<file path="src/rtl/fcs_pkg.sv">
package fcs_pkg;

    parameter int DATA_W = 8;
    parameter int CRC_W  = 32;

    localparam logic [CRC_W-1:0] POLY    = 32'h04C1_1DB7;
    localparam logic [CRC_W-1:0] PRESET  = '1;
    localparam logic [CRC_W-1:0] RESIDUE = 32'hC704_DD7B;

    typedef logic [DATA_W-1:0] byte_t;
    typedef logic [CRC_W-1:0]  crc_t;

    typedef enum logic {DIR_RX = 1'b0, DIR_TX = 1'b1} dir_e;

    typedef struct packed {
        logic  valid;
        logic  sof;
        logic  eof;
        dir_e  dir;
        byte_t data;
    } beat_t;

    function automatic byte_t rev_byte(input byte_t b);
        byte_t r;
        for (int i = 0; i < DATA_W; i++) r[i] = b[DATA_W-1-i];
        return r;
    endfunction

    // MSB-first parallel update over one reversed byte
    function automatic crc_t crc_step(input crc_t c_in, input byte_t b);
        crc_t  c;
        byte_t d;
        logic  fb;
        c = c_in;
        d = rev_byte(b);
        for (int i = DATA_W-1; i >= 0; i--) begin
            fb = c[CRC_W-1] ^ d[i];
            c  = {c[CRC_W-2:0], 1'b0} ^ (fb ? POLY : '0);
        end
        return c;
    endfunction

endpackage

</file>
<file path="src/rtl/fcs_core.sv">
module fcs_core
    import fcs_pkg::*;
(
    input  logic  clk,
    input  logic  rst,
    input  beat_t beat,
    output crc_t  crc_next,
    output crc_t  crc_q
);
    crc_t base;

    always_comb begin
        base     = beat.sof ? PRESET : crc_q;
        crc_next = crc_step(base, beat.data);
    end

    always_ff @(posedge clk) begin
        if (rst)             crc_q <= PRESET;
        else if (beat.valid) crc_q <= crc_next;
    end

    assert_hold_idle_R4: assert property (@(posedge clk) disable iff (rst)
        !beat.valid |=> $stable(crc_q));

endmodule

</file>
<file path="src/rtl/fcs_rx_check.sv">
module fcs_rx_check
    import fcs_pkg::*;
#(
    parameter int MIN_LEN = 4,
    parameter int CNT_W   = $clog2(MIN_LEN + 1)
) (
    input  logic  clk,
    input  logic  rst,
    input  beat_t beat,
    input  crc_t  crc_next,
    output logic  frame_done,
    output logic  frame_good
);
    localparam logic [CNT_W-1:0] CNT_MAX = '1;
    localparam logic [CNT_W-1:0] CNT_MIN = CNT_W'(MIN_LEN);

    logic [CNT_W-1:0] len_q, len_nxt;
    logic             ends_here;

    always_comb begin
        if (beat.sof)            len_nxt = CNT_W'(1);
        else if (len_q == CNT_MAX) len_nxt = CNT_MAX;
        else                     len_nxt = len_q + CNT_W'(1);
        ends_here = beat.valid && beat.eof && (beat.dir == DIR_RX);
    end

    always_ff @(posedge clk) begin
        if (rst) begin
            len_q      <= '0;
            frame_done <= 1'b0;
            frame_good <= 1'b0;
        end else begin
            if (beat.valid) len_q <= len_nxt;
            frame_done <= ends_here;
            frame_good <= ends_here && (crc_next == RESIDUE) && (len_nxt >= CNT_MIN);
        end
    end

    assert_done_follows_eof_R5: assert property (@(posedge clk) disable iff (rst)
        ends_here |=> frame_done);
    assert_good_inside_done_R5: assert property (@(posedge clk) disable iff (rst)
        frame_good |-> frame_done);
    assert_single_byte_bad_R7: assert property (@(posedge clk) disable iff (rst)
        beat.valid && beat.sof && beat.eof |=> !frame_good);

endmodule

</file>
<file path="src/rtl/fcs_tx_emit.sv">
module fcs_tx_emit
    import fcs_pkg::*;
(
    input  logic  clk,
    input  logic  rst,
    input  beat_t beat,
    input  crc_t  crc_next,
    output logic  tx_valid,
    output byte_t tx_data,
    output logic  tx_last
);
    localparam int NBYTES = CRC_W / DATA_W;
    localparam int IDX_W  = $clog2(NBYTES);

    crc_t             shift_q;
    logic [IDX_W-1:0] idx_q;
    logic             launch;

    assign launch = beat.valid && beat.eof && (beat.dir == DIR_TX);

    always_ff @(posedge clk) begin
        if (rst) begin
            tx_valid <= 1'b0;
            shift_q  <= '0;
            idx_q    <= '0;
        end else if (launch) begin
            tx_valid <= 1'b1;
            shift_q  <= ~crc_next;
            idx_q    <= '0;
        end else if (tx_valid) begin
            shift_q  <= {shift_q[CRC_W-DATA_W-1:0], {DATA_W{1'b0}}};
            idx_q    <= idx_q + IDX_W'(1);
            tx_valid <= (idx_q != IDX_W'(NBYTES-1));
        end
    end

    always_comb begin
        tx_data = tx_valid ? rev_byte(shift_q[CRC_W-1 -: DATA_W]) : '0;
        tx_last = tx_valid && (idx_q == IDX_W'(NBYTES-1));
    end

    assert_last_in_burst_R8: assert property (@(posedge clk) disable iff (rst)
        tx_last |-> tx_valid);
    assert_burst_unbroken_R8: assert property (@(posedge clk) disable iff (rst)
        tx_valid && !tx_last |=> tx_valid);
    assert_burst_starts_R8: assert property (@(posedge clk) disable iff (rst)
        launch |=> tx_valid && !tx_last);
    assert_no_overlap_R8: assert property (@(posedge clk) disable iff (rst)
        tx_valid && !tx_last |-> !launch);

endmodule

</file>
<file path="src/rtl/fcs_engine.sv">
module fcs_engine
    import fcs_pkg::*;
#(
    parameter int MIN_LEN = 4
) (
    input  logic       clk,
    input  logic       rst,
    input  logic       mode_tx,
    input  logic       in_valid,
    input  logic       in_sof,
    input  logic       in_eof,
    input  logic [7:0] in_data,
    output logic       frame_done,
    output logic       frame_good,
    output logic       tx_valid,
    output logic [7:0] tx_data,
    output logic       tx_last
);
    beat_t beat;
    crc_t  crc_next;
    crc_t  crc_q;

    always_comb begin
        beat.valid = in_valid;
        beat.sof   = in_valid && in_sof;
        beat.eof   = in_valid && in_eof;
        beat.dir   = mode_tx ? DIR_TX : DIR_RX;
        beat.data  = in_data;
    end

    fcs_core u_core (
        .clk      (clk),
        .rst      (rst),
        .beat     (beat),
        .crc_next (crc_next),
        .crc_q    (crc_q)
    );

    fcs_rx_check #(.MIN_LEN(MIN_LEN)) u_rx (
        .clk        (clk),
        .rst        (rst),
        .beat       (beat),
        .crc_next   (crc_next),
        .frame_done (frame_done),
        .frame_good (frame_good)
    );

    fcs_tx_emit u_tx (
        .clk      (clk),
        .rst      (rst),
        .beat     (beat),
        .crc_next (crc_next),
        .tx_valid (tx_valid),
        .tx_data  (tx_data),
        .tx_last  (tx_last)
    );

    assert_rx_no_tx_R8: assert property (@(posedge clk) disable iff (rst)
        in_valid && in_eof && mode_tx |=> !frame_done);

endmodule

</file>
<file path="config.mk">
export PLATFORM = sky130hd
export DESIGN_NAME = fcs_engine
export DESIGN_NICKNAME = d
export VERILOG_FILES = /design/src/rtl/fcs_pkg.sv /design/src/rtl/fcs_core.sv /design/src/rtl/fcs_rx_check.sv /design/src/rtl/fcs_tx_emit.sv /design/src/rtl/fcs_engine.sv
export SDC_FILE = /design/constraint.sdc
export NUM_CORES = 1
export LEC_CHECK = 0
export BUFFER_PORTS_ARGS = -buffer_cell sky130_fd_sc_hd__buf_2
export CORE_UTILIZATION = 40
export CTS_CLUSTER_DIAMETER = 60
export DETAILED_ROUTE_END_ITERATION = 16
export GPL_TIMING_DRIVEN = 0
export SLEW_MARGIN = 10
export SYNTH_ARGS = -nofsm -noshare
export SYNTH_HDL_FRONTEND = slang
export SYNTH_SLANG_ARGS = --single-unit
</file>
<file path="constraint.sdc">
create_clock -name clk -period 3 [get_ports clk]
set_input_delay 0.75 -clock clk [delete_from_list [all_inputs] [get_ports clk]]
set_output_delay 0.75 -clock clk [all_outputs]
set_load 0.005 [all_outputs]
</file>
After elaboration in Yosys (flattened, before gate mapping)
Index checks and enable logic that the tools add are counted.
- logic and storage cells: 59
- register bits after elaboration: 72
- bits of input ports: 14
- output and inout bits: 12
- bitwise logic cells: 18
- order comparisons: 1
- reduce and logical (&&, ||, !) cells: 10
- multiplexer cells: 17
- eq/ne operators: 4
- add/subtract/negate cells: 2
- operator list (cell ; count):
    $xor A32 B32 Y32 ; 8
    $mux W27 ; 8
    $mux W32 ; 3
    $eq A32 B32 Y1 const B ; 1
    $not A32 Y32 ; 1
    $logic_and A1 B1 Y1 ; 8
    $mux W8 ; 1
    $xor A1 B1 Y1 ; 8
    $mux W3 ; 2
    $add A3 B1 Y3 const B ; 1
    $eq A3 B3 Y1 const B ; 1
    $ge A3 B3 Y1 const B ; 1
    $mux W1 ; 3
    $add A2 B1 Y2 const B ; 1
    $eq A2 B2 Y1 const B ; 1
    $ne A2 B2 Y1 const B ; 1
    $reduce_bool A2 Y1 ; 1
    $reduce_or A2 Y1 ; 1
    $not A1 Y1 ; 1

Longest topological paths before layout
- word-level depth: 29
- depth in mapped cells: 14
- gate-level depth less buffers: 11

Cells and area by module
From an unflattened synthesis, not the netlist that was laid out.
- cells, all modules: 482
- area, all modules: 4540.6 µm²
- modules (own cells, without submodules) (module ; area an instance (µm²) ; cells an instance ; instances ; sequential area each (µm²)):
    fcs_core ; 2466.1 ; 279 ; 1 ; 640.6
    fcs_tx_emit ; 1766.7 ; 171 ; 1 ; 700.7
    fcs_rx_check ; 295.3 ; 30 ; 1 ; 100.1
    fcs_engine ; 12.5 ; 2 ; 1 ; 0.0

Worst setup path before layout
No wires, ideal clock.
- path kind: input-to-reg
- from: input in_sof
- to: register u_rx.frame_good
- buffers on the path: 1
- arrival time: 2.831 ns
- setup slack: 0.081 ns
- cell stages on the path: 8
- data required time: 2.912 ns
- library setup time: 0.088 ns
- cell sequence: buf_6 > a21oi_1 > xnor2_2 > xnor3_1 > or4_1 > a222oi_1 > o2111ai_1 > nor4_2
- longest elaborated chain between the ends: 17
- elaborated cells on any way between the ends: 31
- those cells by class: order compare (1); eq/ne (1); mux (10); bitwise (16); reduce/logical (3)
- ends and longest elaborated chain (what ; line ; source):
    from (decl) ; fcs_engine.sv:10 ; input logic in_sof,
    $logic_and A1 B1 Y1 * ; fcs_engine.sv:25 ; beat.sof = in_valid && in_sof;
    $mux W32 ; fcs_core.sv:13 ; base = beat.sof ? PRESET : crc_q;
    $xor A32 B32 Y32 or $xor A1 B1 Y1 (tied branches) ; fcs_pkg.sv:38, fcs_pkg.sv:37 ;
    $xor A1 B1 Y1 or $mux W27 (tied branches) ; fcs_pkg.sv:37, fcs_pkg.sv:38 ;
    $mux W27 or $xor A32 B32 Y32 (tied branches) ; fcs_pkg.sv:38 ; c = {c[CRC_W-2:0], 1'b0} ^ (fb ? POLY : '0);
    $xor A32 B32 Y32 (5 in series) ; fcs_pkg.sv:38 ;
    $xor A32 B32 Y32 or $xor A1 B1 Y1 (tied branches) ; fcs_pkg.sv:38, fcs_pkg.sv:37 ;
    $xor A1 B1 Y1 or $mux W27 (tied branches) ; fcs_pkg.sv:37, fcs_pkg.sv:38 ;
    $mux W27 or $xor A32 B32 Y32 (tied branches) ; fcs_pkg.sv:38 ;
    $xor A32 B32 Y32 ; fcs_pkg.sv:38 ;
    $eq A32 B32 Y1 ; fcs_rx_check.sv:35 ; frame_good <= ends_here && (crc_next == RESIDUE) && (len_nxt >= CNT_MIN);
    $logic_and A1 B1 Y1 ; fcs_rx_check.sv:35 ;
    $logic_and A1 B1 Y1 * ; fcs_rx_check.sv:35 ;
    to (signal assigned) ; fcs_rx_check.sv:35 ;
    to (decl) ; fcs_rx_check.sv:12 ; output logic frame_good
Every way passes the cells marked *; elsewhere a longest branch is shown, timed or not.
A chain may end at the register's enable or synchronous reset.

Final worst setup path
- from: input in_data[1]
- to: register u_rx.frame_good
- longest elaborated chain between the ends: 14
- ends and longest elaborated chain (what ; line ; source):
    from (decl) ; fcs_engine.sv:12 ; input logic [7:0] in_data,
    $xor A1 B1 Y1 * ; fcs_pkg.sv:37 ; fb = c[CRC_W-1] ^ d[i];
    $mux W27 * ; fcs_pkg.sv:38 ;
    $xor A32 B32 Y32 * (6 in series) ; fcs_pkg.sv:38 ;
    $xor A1 B1 Y1 ; fcs_pkg.sv:37 ;
    $mux W27 ; fcs_pkg.sv:38 ;
    $xor A32 B32 Y32 * ; fcs_pkg.sv:38 ;
    $eq A32 B32 Y1 * ; fcs_rx_check.sv:35 ;
    $logic_and A1 B1 Y1 * (2 in series) ; fcs_rx_check.sv:35 ;
Marks and branches as above.

==> results.py <==
metrics = {
    "floorplan": {
        "design.die.area_um2": 12800,
        "io_pins": 26,
        "die_h_um": 113,
        "row_count": 40,
        "die_w_um": 113,
        "initial_core_util": 0.411,
        "core_um2": 12000,
    },
    "layout": {
        "fin_nets": 633,
        "utilization": 0.471,
        "fin_area_um2": 5660,
        "area_growth_pct": 14.5,
        "insertedDiodeCount": 0,
        "drive_gt1_frac": 0.132,
        "instances_no_fill": 768,
    },
    "timing": {
        "slew_headroom": 0.530,
        "finalHoldViolations": 0,
        "rsz0062_at_grt": "no",
        "period_minus_slack_ns": 2.92,
        "final.period_utilization": 0.975,
        "clock.fmax_mhz": 342,
        "fin_setup_tns_ns": 0,
        "clock_skew_ns": 0.00707,
        "report.final.slew_viol_count": 0,
        "finalSetupViolCount": 0,
        "worst_pin_slew_ns": 0.706,
    },
    "clock_network": {
        "clk-insertion-delay-late_ns": 0.33,
        "numClockSinks": 72,
        "cts_hold_buf": 0,
        "cts_buffers": 9,
        "clockBufferDepth": 2,
        "cts-root-buf": "clkbuf_16",
        "path_clk_slew_ns": 0.06,
        "cts_tree": "done",
        "h-tree-depth": 3,
    },
    "place": {
        "gp_congestion": 0.927,
        "hpwl_um": 11100,
        "port_buffers": 17,
        "place_inst": 747,
        "place_area_um2": 5210,
    },
    "setup_path": {
        "worstSetupPathType": "primary input to register",
        "cp-end-kind": "register",
        "reg2reg_depth": 8,
        "cp_cell_sequence": "buf_4 > xnor2_1 > nor3_2 > o211a_1 > or4_1 > a222oi_1 > o2111ai_2 > nor4_2",
        "crit_family": "simple AND/OR/NAND/NOR gates",
        "cp.arrival_ns": 3.15,
        "cp.required_ns": 3.23,
        "slowest_stage": "or4_1",
        "path_buf_inv": 1,
        "cp_max_fo": 7,
        "max_stage_delay_ns": 0.53,
        "path_depth": 8,
        "crit_path_start_kind": "primary input",
    },
    "job": {
        "drv_cap": 0,
    },
    "route": {
        "via_per_inst": 5.74,
        "dr.first_iter.drc_count": 398,
        "wl_per_cell_um": 19.3,
        "wl_um": 14800,
        "final_antenna_net_count": 0,
        "via_count": 4412,
        "first_pass_iters": 5,
        "route.detailed.drc": 0,
    },
    "pwr": {
        "power_density_nw_per_um2": 795,
        "p_leak_nw": 2.22,
        "fin_total_pwr_mw": 4.50,
        "peakVddDrop_v": 0.000328,
    },
    "yosys": {
        "async_reset_ff_frac": 0,
        "synth_warnings": 0,
        "syn-instance-count": 583,
        "synth_flop_cell": "dfxtp_1",
        "ys_types": 51,
        "ys_seq_elements": 72,
        "ys_seq_area_frac": 0.292,
        "synth-edff-count": 0,
        "netlist_area_um2": 4940,
        "postSynthAreaPerCell_um2": 8.48,
        "syn_nets": 600,
    },
    "global_routing": {
        "grt_pass1_vias": 4092,
        "antenna_found_initial": 0,
        "track_usage": 0.236,
        "overflow": 0,
        "grt_pass1_wl_um": 22800,
        "grt_max_degree": 14,
    },
    "status": {
        "run_status": "completed",
    },
    "worst_hold_path": {
        "min_path_type": "register to register",
        "holdPathStages": 1,
    },
}
## state kept, by name (all words and copies together) (netlist names)
| register | flops |
|---|---|
| u_core.crc_q | 32 |
| u_tx.idx_q | 2 |
| u_rx.frame_done | 1 |
| u_rx.len_q | 3 |
| u_tx.shift_q | 32 |
| u_tx.tx_valid | 1 |
| u_rx.frame_good | 1 |
## Yosys cell counts (7+ instances only)
cell,count,share of area
dfxtp_1,72,0.29
o21bai_1,10,0.015
nor3_1,16,0.016
o21ai_0,9,0.0091
a211o_1,24,0.043
nand2_1,26,0.020
a21oi_1,21,0.021
nand2b_1,7,0.0089
nor2b_1,17,0.022
xnor3_1,9,0.041
xnor2_1,62,0.11
clkbuf_1,27,0.021
a211oi_1,44,0.067
nor2_1,76,0.058
buf_2,10,0.010
and2_1,11,0.014
mux2i_1,19,0.038
nand3_1,15,0.015
buf_1,7,0.0053
xor2_1,31,0.055
## layout by cell type, fill, tap and decap left out, types with 3 or more instances in the layout
| cell type | n |
|---|---|
| and3_1 | 3 |
| a211oi_1 | 44 |
| o21a_1 | 3 |
| nand2b_1 | 7 |
| or4_1 | 3 |
| and2_1 | 11 |
| a21oi_1 | 20 |
| o21bai_1 | 10 |
| xnor2_1 | 60 |
| inv_1 | 4 |
| ha_1 | 3 |
| nor2b_1 | 17 |
| clkbuf_16 | 9 |
| a211o_1 | 24 |
| o211ai_1 | 4 |
| xnor3_1 | 8 |
| nand2_1 | 25 |
| dfxtp_1 | 72 |
| buf_4 | 9 |
| xnor2_2 | 5 |
| o211a_1 | 4 |
| nor3_1 | 14 |
| nand3_1 | 15 |
| o21ai_0 | 9 |
| nor2_1 | 76 |
| buf_2 | 27 |
| mux2i_1 | 19 |
| clkbuf_1 | 26 |
| or3_1 | 5 |
| xor2_1 | 30 |
| buf_1 | 7 |
| nand4_1 | 3 |
## metrics by stage
stage,setup slack [ns],hold WS [ns]
after global placement,-0.571,0.446
after floorplan,0.0809,0.430
after detailed placement,-0.614,0.459
after CTS,0.00276,0.473
after global routing,0.0371,0.508
final,0.0764,0.474
## where the power goes
group | internal [mW] | switching, mW
clock network | 0.733 | 0.431
registers | 1.09 | 0.113
logic | 0.869 | 1.26
total | 2.69 | 1.81
## final cells by class
type / instances / area (um^2)
fillers: 1181 / 6350
multi-input cells: 454 / 3300
flip-flops and latches: 72 / 1440
plain buffers: 50 / 248
clock buffers: 10 / 229
well taps: 147 / 184
repair buffers: 24 / 150
clock inverters: 6 / 90.1
inverters: 5 / 18.8
## layer usage
metal  wire, um  GRT usage  part of all wire
met1       6740      0.328              0.46
met2       6530      0.367              0.44
met3       1040     0.0337             0.070
met4        495     0.0947             0.033
met5          0          0                 0
## cell families (layout without fill, tap and decap cells)
| kind of cell | Yosys count | count (layout) | synth area share |
|---|---|---|---|
| XOR/XNOR | 106 | 106 | 0.221 |
| multiplexers | 19 | 19 | 0.0385 |
| flip-flops | 72 | 72 | 0.292 |
| AO/OA/AOI/OAI | 134 | 134 | 0.197 |
| adder cells (fa/ha/maj) | 3 | 3 | 0.00760 |
| AND/OR/NAND/NOR | 192 | 192 | 0.190 |
| buffers and inverters | 57 | 95 | 0.0544 |
## worst reg2reg max path: cells and delay by family (launching register included)
kind | cells | cell delay (ns)
flip-flops | 1 | 0.31
buffers and inverters | 1 | 0.29
AO/OA/AOI/OAI | 2 | 0.64
XOR/XNOR | 2 | 0.62
AND/OR/NAND/NOR | 3 | 0.84
## worst paths after layout
kind / start / endpoint / slack [ns]
max: in_data[1] / u_rx.frame_good / 0.08
max reg2reg: u_core.crc_q[29] / u_rx.frame_good / 0.20
min reg2reg: u_core.crc_q[16] / u_core.crc_q[16] / 0.47
min: u_core.crc_q[16] / u_core.crc_q[16] / 0.47
## repair_timing
item,CTS,global route
buffers inserted,5,2
gates resized for setup,10,10
endpoints found under the setup margin,1,1
gates cloned,0,0
pin swaps,7,4
Power figures use the tool's default switching activity.
